## config.mk

```make
export PLATFORM = sky130hd
export DESIGN_NAME = mlc_line_ctrl
export DESIGN_NICKNAME = d
export VERILOG_FILES = /design/src/rtl/mlc_pkg.sv /design/src/rtl/mlc_state_table.sv /design/src/rtl/mlc_arbiter.sv /design/src/rtl/mlc_next.sv /design/src/rtl/mlc_line_ctrl.sv
export SDC_FILE = /design/constraint.sdc
export NUM_CORES = 1
export LEC_CHECK = 0
export ABC_CLOCK_PERIOD_IN_PS = 11200
export BUFFER_PORTS_ARGS = -buffer_cell sky130_fd_sc_hd__buf_2
export CAP_MARGIN = 30
export CORE_UTILIZATION = 66
export CTS_BUF_LIST = sky130_fd_sc_hd__clkbuf_2 sky130_fd_sc_hd__clkbuf_4 sky130_fd_sc_hd__clkbuf_8
export CTS_CLUSTER_DIAMETER = 120
export DETAILED_ROUTE_END_ITERATION = 8
export GPL_TIMING_DRIVEN = 0
export PLACE_DENSITY = 0.88
export SLEW_MARGIN = 20
export SYNTH_ARGS = -nofsm -noshare
export SYNTH_HDL_FRONTEND = slang
export SYNTH_SLANG_ARGS = --single-unit
```

## constraint.sdc

```tcl
create_clock -name clk_i -period 11.2 [get_ports clk_i]
set_input_delay 2.24 -clock clk_i [delete_from_list [all_inputs] [get_ports clk_i]]
set_output_delay 2.24 -clock clk_i [all_outputs]
set_load 0.05 [all_outputs]
```

## src/rtl/mlc_pkg.sv

```systemverilog
package mlc_pkg;

  typedef enum logic [3:0] {
    ST_I, ST_S, ST_E, ST_M,
    ST_IS,    // shared read pending
    ST_IM,    // exclusive read pending
    ST_SM,    // upgrade pending
    ST_ISI,   // shared read pending, invalidated meanwhile
    ST_MI,    // writeback pending
    ST_EVI,   // inner recall, then inv ack -> I
    ST_EVDI,  // inner recall, then data -> I
    ST_EVDS   // inner recall, then data -> S
  } line_st_e;

  typedef enum logic [1:0] {
    IRQ_LOAD = 2'd0, IRQ_STORE = 2'd1, IRQ_REPL = 2'd2, IRQ_RCL_ACK = 2'd3
  } inner_req_e;

  typedef enum logic [1:0] {
    OREQ_INV = 2'd0, OREQ_FWD_GETS = 2'd1, OREQ_FWD_GETX = 2'd2, OREQ_RSVD = 2'd3
  } outer_req_e;

  typedef enum logic [1:0] {
    ORSP_DATA = 2'd0, ORSP_DATA_PEER = 2'd1, ORSP_DATA_EXCL = 2'd2, ORSP_WB_ACK = 2'd3
  } outer_rsp_e;

  typedef enum logic [2:0] {
    OUT_GETS = 3'd0, OUT_GETX = 3'd1, OUT_PUTX = 3'd2, OUT_INV_ACK = 3'd3,
    OUT_UNBLOCK = 3'd4, OUT_EXCL_UNBLOCK = 3'd5, OUT_DATA = 3'd6, OUT_RSVD = 3'd7
  } out_type_e;

  typedef enum logic [1:0] {
    CLS_SHARED = 2'd0, CLS_EXCL = 2'd1, CLS_ACK = 2'd2, CLS_STALE = 2'd3
  } in_class_e;

  typedef enum logic [1:0] {
    EV_NONE, EV_INNER, EV_OREQ, EV_ORSP
  } ev_kind_e;

  function automatic logic is_stable(line_st_e s);
    return (s == ST_I) || (s == ST_S) || (s == ST_E) || (s == ST_M);
  endfunction

  function automatic logic is_evict(line_st_e s);
    return (s == ST_EVI) || (s == ST_EVDI) || (s == ST_EVDS);
  endfunction

endpackage

```

## src/rtl/mlc_state_table.sv

```systemverilog
module mlc_state_table
  import mlc_pkg::*;
#(
  parameter int LINE_W = 3
) (
  input  logic              clk_i,
  input  logic              rst_ni,
  input  logic              we_i,
  input  logic [LINE_W-1:0] waddr_i,
  input  line_st_e          wdata_i,
  input  logic [LINE_W-1:0] raddr_a_i,
  input  logic [LINE_W-1:0] raddr_b_i,
  input  logic [LINE_W-1:0] raddr_c_i,
  output line_st_e          rdata_a_o,
  output line_st_e          rdata_b_o,
  output line_st_e          rdata_c_o
);
  localparam int NumLines = 1 << LINE_W;

  line_st_e st_arr [NumLines];

  for (genvar g = 0; g < NumLines; g++) begin : g_line
    line_st_e q;
    always_ff @(posedge clk_i or negedge rst_ni) begin
      if (!rst_ni) q <= ST_I;
      else if (we_i && (waddr_i == LINE_W'(g))) q <= wdata_i;
    end
    assign st_arr[g] = q;
  end

  assign rdata_a_o = st_arr[raddr_a_i];
  assign rdata_b_o = st_arr[raddr_b_i];
  assign rdata_c_o = st_arr[raddr_c_i];

endmodule

```

## src/rtl/mlc_arbiter.sv

```systemverilog
module mlc_arbiter
  import mlc_pkg::*;
(
  input  logic     rsp_valid_i,
  input  logic     oreq_valid_i,
  input  line_st_e oreq_st_i,
  input  logic     ireq_valid_i,
  input  logic [1:0] ireq_type_i,
  input  line_st_e ireq_st_i,
  output logic     oreq_ready_o,
  output logic     ireq_ready_o,
  output ev_kind_e kind_o
);
  logic oreq_go, ireq_go, ireq_blocked;

  // outer requests wait only on an inner recall
  assign oreq_ready_o = !rsp_valid_i && !is_evict(oreq_st_i);
  assign oreq_go      = oreq_valid_i && oreq_ready_o;

  assign ireq_blocked = (ireq_type_i != IRQ_RCL_ACK) && !is_stable(ireq_st_i);
  assign ireq_ready_o = !rsp_valid_i && !oreq_go && !ireq_blocked;
  assign ireq_go      = ireq_valid_i && ireq_ready_o;

  always_comb begin
    if (rsp_valid_i)  kind_o = EV_ORSP;
    else if (oreq_go) kind_o = EV_OREQ;
    else if (ireq_go) kind_o = EV_INNER;
    else              kind_o = EV_NONE;
  end

endmodule

```

## src/rtl/mlc_next.sv

```systemverilog
module mlc_next
  import mlc_pkg::*;
(
  input  ev_kind_e   kind_i,
  input  line_st_e   st_i,
  input  logic [1:0] typ_i,
  output line_st_e   nxt_o,
  output logic       out_v_o,
  output out_type_e  out_t_o,
  output logic       inr_v_o,
  output in_class_e  inr_c_o,
  output logic       rcl_v_o
);
  inner_req_e ireq;
  outer_req_e oreq;
  outer_rsp_e orsp;

  assign ireq = inner_req_e'(typ_i);
  assign oreq = outer_req_e'(typ_i);
  assign orsp = outer_rsp_e'(typ_i);

  always_comb begin
    nxt_o   = st_i;
    out_v_o = 1'b0;
    out_t_o = OUT_GETS;
    inr_v_o = 1'b0;
    inr_c_o = CLS_SHARED;
    rcl_v_o = 1'b0;
    case (kind_i)
      EV_INNER: begin
        case (ireq)
          IRQ_LOAD: begin
            case (st_i)
              ST_I: begin out_v_o = 1'b1; out_t_o = OUT_GETS; nxt_o = ST_IS; end
              ST_S: begin inr_v_o = 1'b1; inr_c_o = CLS_SHARED; end
              ST_E, ST_M: begin inr_v_o = 1'b1; inr_c_o = CLS_EXCL; end
              default: ;
            endcase
          end
          IRQ_STORE: begin
            case (st_i)
              ST_I: begin out_v_o = 1'b1; out_t_o = OUT_GETX; nxt_o = ST_IM; end
              ST_S: begin out_v_o = 1'b1; out_t_o = OUT_GETX; nxt_o = ST_SM; end
              ST_E, ST_M: begin inr_v_o = 1'b1; inr_c_o = CLS_EXCL; nxt_o = ST_M; end
              default: ;
            endcase
          end
          IRQ_REPL: begin
            case (st_i)
              ST_S, ST_E: nxt_o = ST_I;
              ST_M: begin out_v_o = 1'b1; out_t_o = OUT_PUTX; nxt_o = ST_MI; end
              default: ;
            endcase
          end
          default: begin  // recall ack
            case (st_i)
              ST_EVI:  begin out_v_o = 1'b1; out_t_o = OUT_INV_ACK; nxt_o = ST_I; end
              ST_EVDI: begin out_v_o = 1'b1; out_t_o = OUT_DATA;    nxt_o = ST_I; end
              ST_EVDS: begin out_v_o = 1'b1; out_t_o = OUT_DATA;    nxt_o = ST_S; end
              default: ;
            endcase
          end
        endcase
      end
      EV_OREQ: begin
        case (oreq)
          OREQ_INV: begin
            case (st_i)
              ST_I, ST_IM, ST_MI: begin out_v_o = 1'b1; out_t_o = OUT_INV_ACK; end
              // ack now; the fill still to come becomes stale
              ST_IS, ST_ISI: begin out_v_o = 1'b1; out_t_o = OUT_INV_ACK; nxt_o = ST_ISI; end
              ST_SM: begin out_v_o = 1'b1; out_t_o = OUT_INV_ACK; nxt_o = ST_IM; end
              ST_S, ST_E, ST_M: begin rcl_v_o = 1'b1; nxt_o = ST_EVI; end
              default: ;
            endcase
          end
          OREQ_FWD_GETS: begin
            case (st_i)
              ST_E, ST_M: begin rcl_v_o = 1'b1; nxt_o = ST_EVDS; end
              ST_MI: begin out_v_o = 1'b1; out_t_o = OUT_DATA; end
              default: ;
            endcase
          end
          OREQ_FWD_GETX: begin
            case (st_i)
              ST_E, ST_M: begin rcl_v_o = 1'b1; nxt_o = ST_EVDI; end
              ST_MI: begin out_v_o = 1'b1; out_t_o = OUT_DATA; end
              default: ;
            endcase
          end
          default: ;
        endcase
      end
      EV_ORSP: begin
        case (orsp)
          ORSP_DATA: begin
            case (st_i)
              ST_IS:  begin inr_v_o = 1'b1; inr_c_o = CLS_SHARED; nxt_o = ST_S; end
              ST_ISI: begin inr_v_o = 1'b1; inr_c_o = CLS_STALE;  nxt_o = ST_I; end
              default: ;
            endcase
          end
          ORSP_DATA_PEER: begin
            case (st_i)
              ST_IS: begin
                out_v_o = 1'b1; out_t_o = OUT_UNBLOCK;
                inr_v_o = 1'b1; inr_c_o = CLS_SHARED; nxt_o = ST_S;
              end
              ST_ISI: begin
                out_v_o = 1'b1; out_t_o = OUT_UNBLOCK;
                inr_v_o = 1'b1; inr_c_o = CLS_STALE; nxt_o = ST_I;
              end
              default: ;
            endcase
          end
          ORSP_DATA_EXCL: begin
            case (st_i)
              ST_IS, ST_ISI: begin
                out_v_o = 1'b1; out_t_o = OUT_EXCL_UNBLOCK;
                inr_v_o = 1'b1; inr_c_o = CLS_EXCL; nxt_o = ST_E;
              end
              ST_IM: begin
                out_v_o = 1'b1; out_t_o = OUT_EXCL_UNBLOCK;
                inr_v_o = 1'b1; inr_c_o = CLS_EXCL; nxt_o = ST_M;
              end
              ST_SM: begin
                out_v_o = 1'b1; out_t_o = OUT_EXCL_UNBLOCK;
                inr_v_o = 1'b1; inr_c_o = CLS_ACK; nxt_o = ST_M;
              end
              default: ;
            endcase
          end
          default: begin  // writeback ack
            if (st_i == ST_MI) nxt_o = ST_I;
          end
        endcase
      end
      default: ;
    endcase
  end

endmodule

```

## src/rtl/mlc_line_ctrl.sv

```systemverilog
module mlc_line_ctrl
  import mlc_pkg::*;
#(
  parameter int LINE_W = 3
) (
  input  logic              clk_i,
  input  logic              rst_ni,
  input  logic              in_req_valid_i,
  input  logic [1:0]        in_req_type_i,
  input  logic [LINE_W-1:0] in_req_line_i,
  output logic              in_req_ready_o,
  input  logic              ext_req_valid_i,
  input  logic [1:0]        ext_req_type_i,
  input  logic [LINE_W-1:0] ext_req_line_i,
  output logic              ext_req_ready_o,
  input  logic              ext_rsp_valid_i,
  input  logic [1:0]        ext_rsp_type_i,
  input  logic [LINE_W-1:0] ext_rsp_line_i,
  output logic              out_valid_o,
  output logic [2:0]        out_type_o,
  output logic [LINE_W-1:0] out_line_o,
  output logic              in_rsp_valid_o,
  output logic [1:0]        in_rsp_class_o,
  output logic [LINE_W-1:0] in_rsp_line_o,
  output logic              in_recall_valid_o,
  output logic [LINE_W-1:0] in_recall_line_o
);
  line_st_e          rsp_st, ext_st, in_st, sel_st, nxt_st;
  ev_kind_e          ev_kind;
  logic [1:0]        sel_type;
  logic [LINE_W-1:0] sel_line;
  logic              nx_out_v, nx_inr_v, nx_rcl_v;
  out_type_e         nx_out_t;
  in_class_e         nx_inr_c;

  mlc_state_table #(.LINE_W(LINE_W)) u_table (
    .clk_i     (clk_i),
    .rst_ni    (rst_ni),
    .we_i      (ev_kind != EV_NONE),
    .waddr_i   (sel_line),
    .wdata_i   (nxt_st),
    .raddr_a_i (ext_rsp_line_i),
    .raddr_b_i (ext_req_line_i),
    .raddr_c_i (in_req_line_i),
    .rdata_a_o (rsp_st),
    .rdata_b_o (ext_st),
    .rdata_c_o (in_st)
  );

  mlc_arbiter u_arb (
    .rsp_valid_i  (ext_rsp_valid_i),
    .oreq_valid_i (ext_req_valid_i),
    .oreq_st_i    (ext_st),
    .ireq_valid_i (in_req_valid_i),
    .ireq_type_i  (in_req_type_i),
    .ireq_st_i    (in_st),
    .oreq_ready_o (ext_req_ready_o),
    .ireq_ready_o (in_req_ready_o),
    .kind_o       (ev_kind)
  );

  always_comb begin
    case (ev_kind)
      EV_ORSP: begin sel_line = ext_rsp_line_i; sel_st = rsp_st; sel_type = ext_rsp_type_i; end
      EV_OREQ: begin sel_line = ext_req_line_i; sel_st = ext_st; sel_type = ext_req_type_i; end
      default: begin sel_line = in_req_line_i;  sel_st = in_st;  sel_type = in_req_type_i;  end
    endcase
  end

  mlc_next u_next (
    .kind_i  (ev_kind),
    .st_i    (sel_st),
    .typ_i   (sel_type),
    .nxt_o   (nxt_st),
    .out_v_o (nx_out_v),
    .out_t_o (nx_out_t),
    .inr_v_o (nx_inr_v),
    .inr_c_o (nx_inr_c),
    .rcl_v_o (nx_rcl_v)
  );

  always_ff @(posedge clk_i or negedge rst_ni) begin
    if (!rst_ni) begin
      out_valid_o       <= 1'b0;
      out_type_o        <= '0;
      out_line_o        <= '0;
      in_rsp_valid_o    <= 1'b0;
      in_rsp_class_o    <= '0;
      in_rsp_line_o     <= '0;
      in_recall_valid_o <= 1'b0;
      in_recall_line_o  <= '0;
    end else begin
      out_valid_o       <= nx_out_v;
      out_type_o        <= nx_out_t;
      out_line_o        <= sel_line;
      in_rsp_valid_o    <= nx_inr_v;
      in_rsp_class_o    <= nx_inr_c;
      in_rsp_line_o     <= sel_line;
      in_recall_valid_o <= nx_rcl_v;
      in_recall_line_o  <= sel_line;
    end
  end


  inv_ack_now_chk: assert property (@(posedge clk_i) disable iff (!rst_ni)
    (ev_kind == EV_OREQ && ext_req_type_i == OREQ_INV && (ext_st == ST_IS || ext_st == ST_ISI))
    |=> (out_valid_o && out_type_o == OUT_INV_ACK));


  stale_src_chk: assert property (@(posedge clk_i) disable iff (!rst_ni)
    (in_rsp_valid_o && in_rsp_class_o == CLS_STALE)
    |-> $past(ev_kind == EV_ORSP && rsp_st == ST_ISI));


  excl_unblock_chk: assert property (@(posedge clk_i) disable iff (!rst_ni)
    (ev_kind == EV_ORSP && ext_rsp_type_i == ORSP_DATA_EXCL && (rsp_st == ST_IS || rsp_st == ST_ISI))
    |=> (out_valid_o && out_type_o == OUT_EXCL_UNBLOCK && in_rsp_valid_o && in_rsp_class_o == CLS_EXCL));


  oreq_open_chk: assert property (@(posedge clk_i) disable iff (!rst_ni)
    (ext_req_valid_i && !ext_rsp_valid_i && (ext_st == ST_IS || ext_st == ST_ISI))
    |-> ext_req_ready_o);


  recall_src_chk: assert property (@(posedge clk_i) disable iff (!rst_ni)
    in_recall_valid_o |-> $past(ev_kind == EV_OREQ));

endmodule

```

Word-level counts from Yosys, hierarchy flattened
Cells that the tools add are included.
Word-level totals
  flip-flop bits (word level): 43
  latch bits: 0
  RAM bits: 0
  memory bits (read-only): 0
  input bits: 20
  word-level logic and storage cells: 158
  memories: 0
Cells by class
  add/sub/neg operators: 0
  $mul: 0
  div/mod/pow operators: 0
  $lt $le $gt $ge: 3
  equal/unequal tests: 30
  shift-type cells: 0
  muxes and demuxes: 65
  bitwise operators: 3
  reduce and logical (&&, ||, !) cells: 43
Operators with widths (number)
  $pmux W4 S3: 5
  $pmux W4 S2: 6
  $mux W4: 10
  $bmux W4 S3: 3
  $eq A4 B4 Y1 const B: 7
  $pmux W3 S2: 4
  $pmux W3 S3: 2
  $reduce_or A2 Y1: 9
  $eq A4 B2 Y1 const B: 4
  $eq A4 B3 Y1 const B: 4
  $pmux W2 S2: 4
  $logic_and A1 B1 Y1: 14
  $mux W1: 14
  $eq A3 B3 Y1 const B: 4
  $ge A4 B4 Y1 const B: 3
  $mux W2: 6
  $not A3 Y4: 3
  $pmux W1 S2: 6
  $mux W3: 3
  $reduce_or A3 Y1: 3
  $eq A4 B1 Y1 const B: 2
  $logic_not A4 Y1: 2
  $eq A2 B2 Y1 const B: 3
  $eq A3 B2 Y1 const B: 2
  11 further kinds: 21

Longest topological paths before layout
  depth in word-level cells: 24
  gate-level depth with buffers: 17

Hierarchy
Synthesis repeated with hierarchy kept, for this count alone.
Unflattened totals
  cells, all modules: 309
  area, all modules: 3478.3 um2
Modules (own cells, without submodules)
  mlc_state_table: instances 1, cells an instance 114, area each 2065.7 um2, seq. area each 800.8 um2
  mlc_next: instances 1, cells an instance 138, area each 817.0 um2, seq. area each 0.0 um2
  mlc_line_ctrl: instances 1, cells an instance 48, area each 524.3 um2, seq. area each 275.3 um2
  mlc_arbiter: instances 1, cells an instance 9, area each 71.3 um2, seq. area each 0.0 um2

Least setup slack after synthesis
OpenSTA, ideal clock, no wires.
  path kind: input-to-output
  start: in ext_req_line_i[0]
  end: out in_req_ready_o
  arrival time: 4.795 ns
  setup slack: 4.165 ns
  stages: 7
  path buffers: 2
  cell sequence: buf_4 mux4_2 mux2i_4 o211ai_4 and2_0 clkbuf_1 nor3_1
Between the ends
  longest elaborated chain between the ends: 13
Ends and longest elaborated chain
  from (decl): RTL line mlc_line_ctrl.sv:14  | input logic [LINE_W-1:0] ext_req_line_i,
  $not A3 Y4 (implied by the code) (*): RTL line mlc_state_table.sv:32  | assign rdata_b_o = st_arr[raddr_b_i];
  $bmux W4 S3 (*): RTL line mlc_state_table.sv:32
  $mux W4 (implied by the code) (*) (2 in a row): RTL line mlc_state_table.sv:32
  $eq A4 B4 Y1: RTL line mlc_pkg.sv:45  | return (s == ST_EVI) || (s == ST_EVDI) || (s == ST_EVDS);
  $logic_or A1 B1 Y1: RTL line mlc_pkg.sv:45
  $logic_or A1 B1 Y1 (*): RTL line mlc_pkg.sv:45
  $logic_not A1 Y1 (*): RTL line mlc_arbiter.sv:17  | assign oreq_ready_o = !rsp_valid_i && !is_evict(oreq_st_i);
  $logic_and A1 B1 Y1 (*): RTL line mlc_arbiter.sv:17
  $logic_and A1 B1 Y1 (*): RTL line mlc_arbiter.sv:18  | assign oreq_go = oreq_valid_i && oreq_ready_o;
  $logic_not A1 Y1 (*): RTL line mlc_arbiter.sv:21  | assign ireq_ready_o = !rsp_valid_i && !oreq_go && !ireq_blocked;
  $logic_and A1 B1 Y1 (*) (2 in a row): RTL line mlc_arbiter.sv:21
  to (decl): RTL line mlc_line_ctrl.sv:11  | output logic in_req_ready_o,
Mark *: on every way between the ends. The rest lies on a longest branch, timed or not. The select of a mux whose other input is x is not followed.

Final worst setup path
  start: in ext_req_line_i[2]
  end: out in_req_ready_o
Same word-level chain as after synthesis.

==> flow_metrics.tcl <==
set metrics [dict create \
    worst_setup_path_start_kind "input port" \
    p_int_mw 0.4381 \
    clk_path_buf_depth 2 \
    cts_buffers 5 \
    placed_area_mm2 0.003735 \
    wl_per_cell_um 22.60 \
    place_worst_setup_slack_ps 4339 \
    cts.clk_slew.worst_paths_ps 80 \
    layout.nets 400 \
    reg2regPathDepth 15 \
    synth_top_area_share_pct 30.73 \
    start_util_pct 68.57 \
    fin_util_pct 75.36 \
    clkLatencyLatePin_ps 310 \
    worst_path_max_delay_cell "clkbuf_1" \
    postSynthCellCount 339 \
    seqPwrFrac_pct 33.4 \
    drv_slew 0 \
    drc 0 \
    synth-main-ff-cell "dfrtp_1" \
    ys_async_sr_fraction_pct 100.0 \
    timing.rr.end "u_table.g_line[3].q[1]$_DFFE_PN0P_" \
    slew_headroom_pct 42.62 \
    num_io_pins 39 \
    synth_most_common_cell "dfrtp_1" \
    dieArea_mm2 0.005602 \
    drv_cap 0 \
    dieHeight_um 74.85 \
    holdWs_ps 573.3 \
    min_period_ps 6893 \
    vias 3235 \
    placed_cells 438 \
    cp_slowest_stage_delay_ps 460 \
    via_per_inst 7.253 \
    worstMarginPinSlew_ps 854.2 \
    layout_setup_ws_ps 4307 \
    hpwl_mm 7.244 \
    ys_warn_count 0 \
    p_per_area_mw_per_mm2 202.3 \
    cts_root_buf "clkbuf_8" \
    num_rows 26 \
    setup_viol 0 \
    syn_nets 363 \
    cp.required_ps 8960 \
    drt_iter0_markers 388 \
    max_freq_ghz 0.1451 \
    yosysSeqAreaShare_pct 30.73 \
    cts_tree "yes" \
    switching_share_pct 43.73 \
    p_sw_mw 0.3405 \
    setup_tns_ps 0 \
    cts.sinks 43 \
    min_path_type "reg -> reg" \
    synthToLayoutAreaGrowth_pct 9.896 \
    cp-startpoint "ext_req_line_i[2]" \
    grt_util_all_layers_pct 39.02 \
    fin_total_pwr_mw 0.7787 \
    path_max_fanout 9 \
    path_common_cell "clkbuf_1" \
    endpoint "in_req_ready_o" \
    grt_pass1_vias 3022 \
    report.final.hold_viol_count 0 \
    grt_max_degree 44 \
    postCtsHoldBufs 0 \
    drtPass1Iterations 6 \
    cts_resized 0 \
    arrival_ps 4650 \
    reg2reg_from "u_table.g_line[2].q[1]$_DFFE_PN0P_" \
    outcome "complete, no violations" \
    cts_max_level 2 \
    rsz0062_at_grt "false" \
    finClkSkew_ps 11.18 \
    postRouteWirelength_mm 10.08 \
    layout.cells.non_filler 446 \
    crit_path_end_kind "primary output" \
    stdcell_area_mm2 0.003849 \
    ys_top_cells_by_area "dfrtp_1 (31%), mux4_2 (17%), mux2_2 (10%)" \
    antenna_cells 0 \
    clkPwrFrac_pct 15.6 \
    antenna_found_initial 0 \
    leakage_nw 1.657 \
    ant_nets 0 \
    crit_path_cell_trace "clkbuf_1, mux4_2, mux2_2, o211ai_4, and2_0, clkbuf_1, nor3_1, buf_2" \
    cts_setup_buffers 0 \
    core_mm2 0.005107 \
    r2r_slack_ps 6360 \
    dieWidth_um 74.85 \
    syn_area_per_cell_um2 10.33 \
    yosys.cell_types.count 64 \
    synth_edf_count 0 \
    ys_seq_elements 43 \
    finalCritPeriodShare_pct 61.54 \
    yosys-top-cells-count "dfrtp_1 (43), nor2_1 (33), mux2_2 (31)" \
    place_congestion 0.9377 \
    p_comb_share_pct 51.0 \
    worstSetupPathType "in -> out" \
    grt-ovfl-total 0 \
    netlist_area_mm2 0.003502 \
    final_layout_size_suffix_gt1_share_pct 32.71 \
    ir_drop_mv 0.1400 \
    numPortBuffers 29 \
    grt_pass1_wl_mm 15.70 \
    synth_top_cell_by_area "dfrtp_1" \
]
-- power by group through the flow --
stage                     clock network [mW]  registers, mW  logic [mW]
after global routing                   0.128          0.264       0.421
after global placement                     0          0.251       0.369
after floorplan                            0          0.252       0.287
after detailed placement                   0          0.258       0.380
after CTS                              0.122          0.256       0.386
final                                  0.122          0.260       0.397
-- flip-flops by register name (all words and copies together), names as in the netlist --
register and flops:
out_valid_o 1, in_rsp_class_o 2, out_type_o 3, u_table.g_line.q 32
in_rsp_valid_o 1, in_recall_line_o 3, in_recall_valid_o 1
-- cell type report --
type                       count  area, um^2
tap                           70       87.58
buffer                        28       137.6
clock buffer                   5       68.82
clock inverter                 2       37.54
timing repair buffer          30       152.6
multi-input combinational    259        2255
sequential                    43        1076
inverter                       9       33.78
fill                         349        1259
-- worst min path at each step --
stage | from | endpoint | slack, ps | cells past startpoint
floorplan | u_table.g_line[4].q[1]$_DFFE_PN0P_ | u_table.g_line[4].q[1]$_DFFE_PN0P_ | 510 | 1
global placement | u_table.g_line[2].q[1]$_DFFE_PN0P_ | u_table.g_line[2].q[1]$_DFFE_PN0P_ | 530 | 1
detailed placement | u_table.g_line[7].q[1]$_DFFE_PN0P_ | u_table.g_line[7].q[1]$_DFFE_PN0P_ | 550 | 1
CTS | u_table.g_line[7].q[1]$_DFFE_PN0P_ | u_table.g_line[7].q[1]$_DFFE_PN0P_ | 570 | 1
global route | u_table.g_line[7].q[1]$_DFFE_PN0P_ | u_table.g_line[7].q[1]$_DFFE_PN0P_ | 580 | 1
finish | u_table.g_line[7].q[1]$_DFFE_PN0P_ | u_table.g_line[7].q[1]$_DFFE_PN0P_ | 570 | 1
-- critical path, delay by kind of cell --
kind | cells | cell delay, ps
simple gates | 2 | 260
mux | 2 | 740
buf+inv | 3 | 1090
compound gates | 1 | 320
-- kinds of logic after synthesis --
family | synth area share (%)
and+or+nand+nor | 13.93
AOI/OAI and AO/OA | 19.72
muxes | 29.05
DFF | 30.73
buffers and inverters | 4.894
adders and majority gates | 1.429
xor gates and xnor gates | 0.2501
-- cell usage in the layout, fill, tap and decap left out, types with 6 or more instances in the layout --
cell type and n:
dfrtp_1 43, clkbuf_1 15, nor2b_1 6, buf_4 8, o21ai_0 9, nand2_1 24, mux4_2 26, a21oi_1 22
nand3_1 9, buf_2 33, mux2_2 31, mux2i_1 6, nor2_1 33, and2_1 8
-- per-layer routing --
| layer | global-route usage (%) | routed length [um] | up-vias | share of wire (%) |
|---|---|---|---|---|
| met5 | 1.852 | 0 | - | 0 |
| met1 | 48.03 | 3605 | 1498 | 36 |
| met4 | 26.00 | 646 | 0 | 6.4 |
| met2 | 62.26 | 4888 | 283 | 49 |
| met3 | 8.166 | 938 | 73 | 9.3 |
| li1 | - | - | 1381 | - |
(Power assumes the default switching activity.)
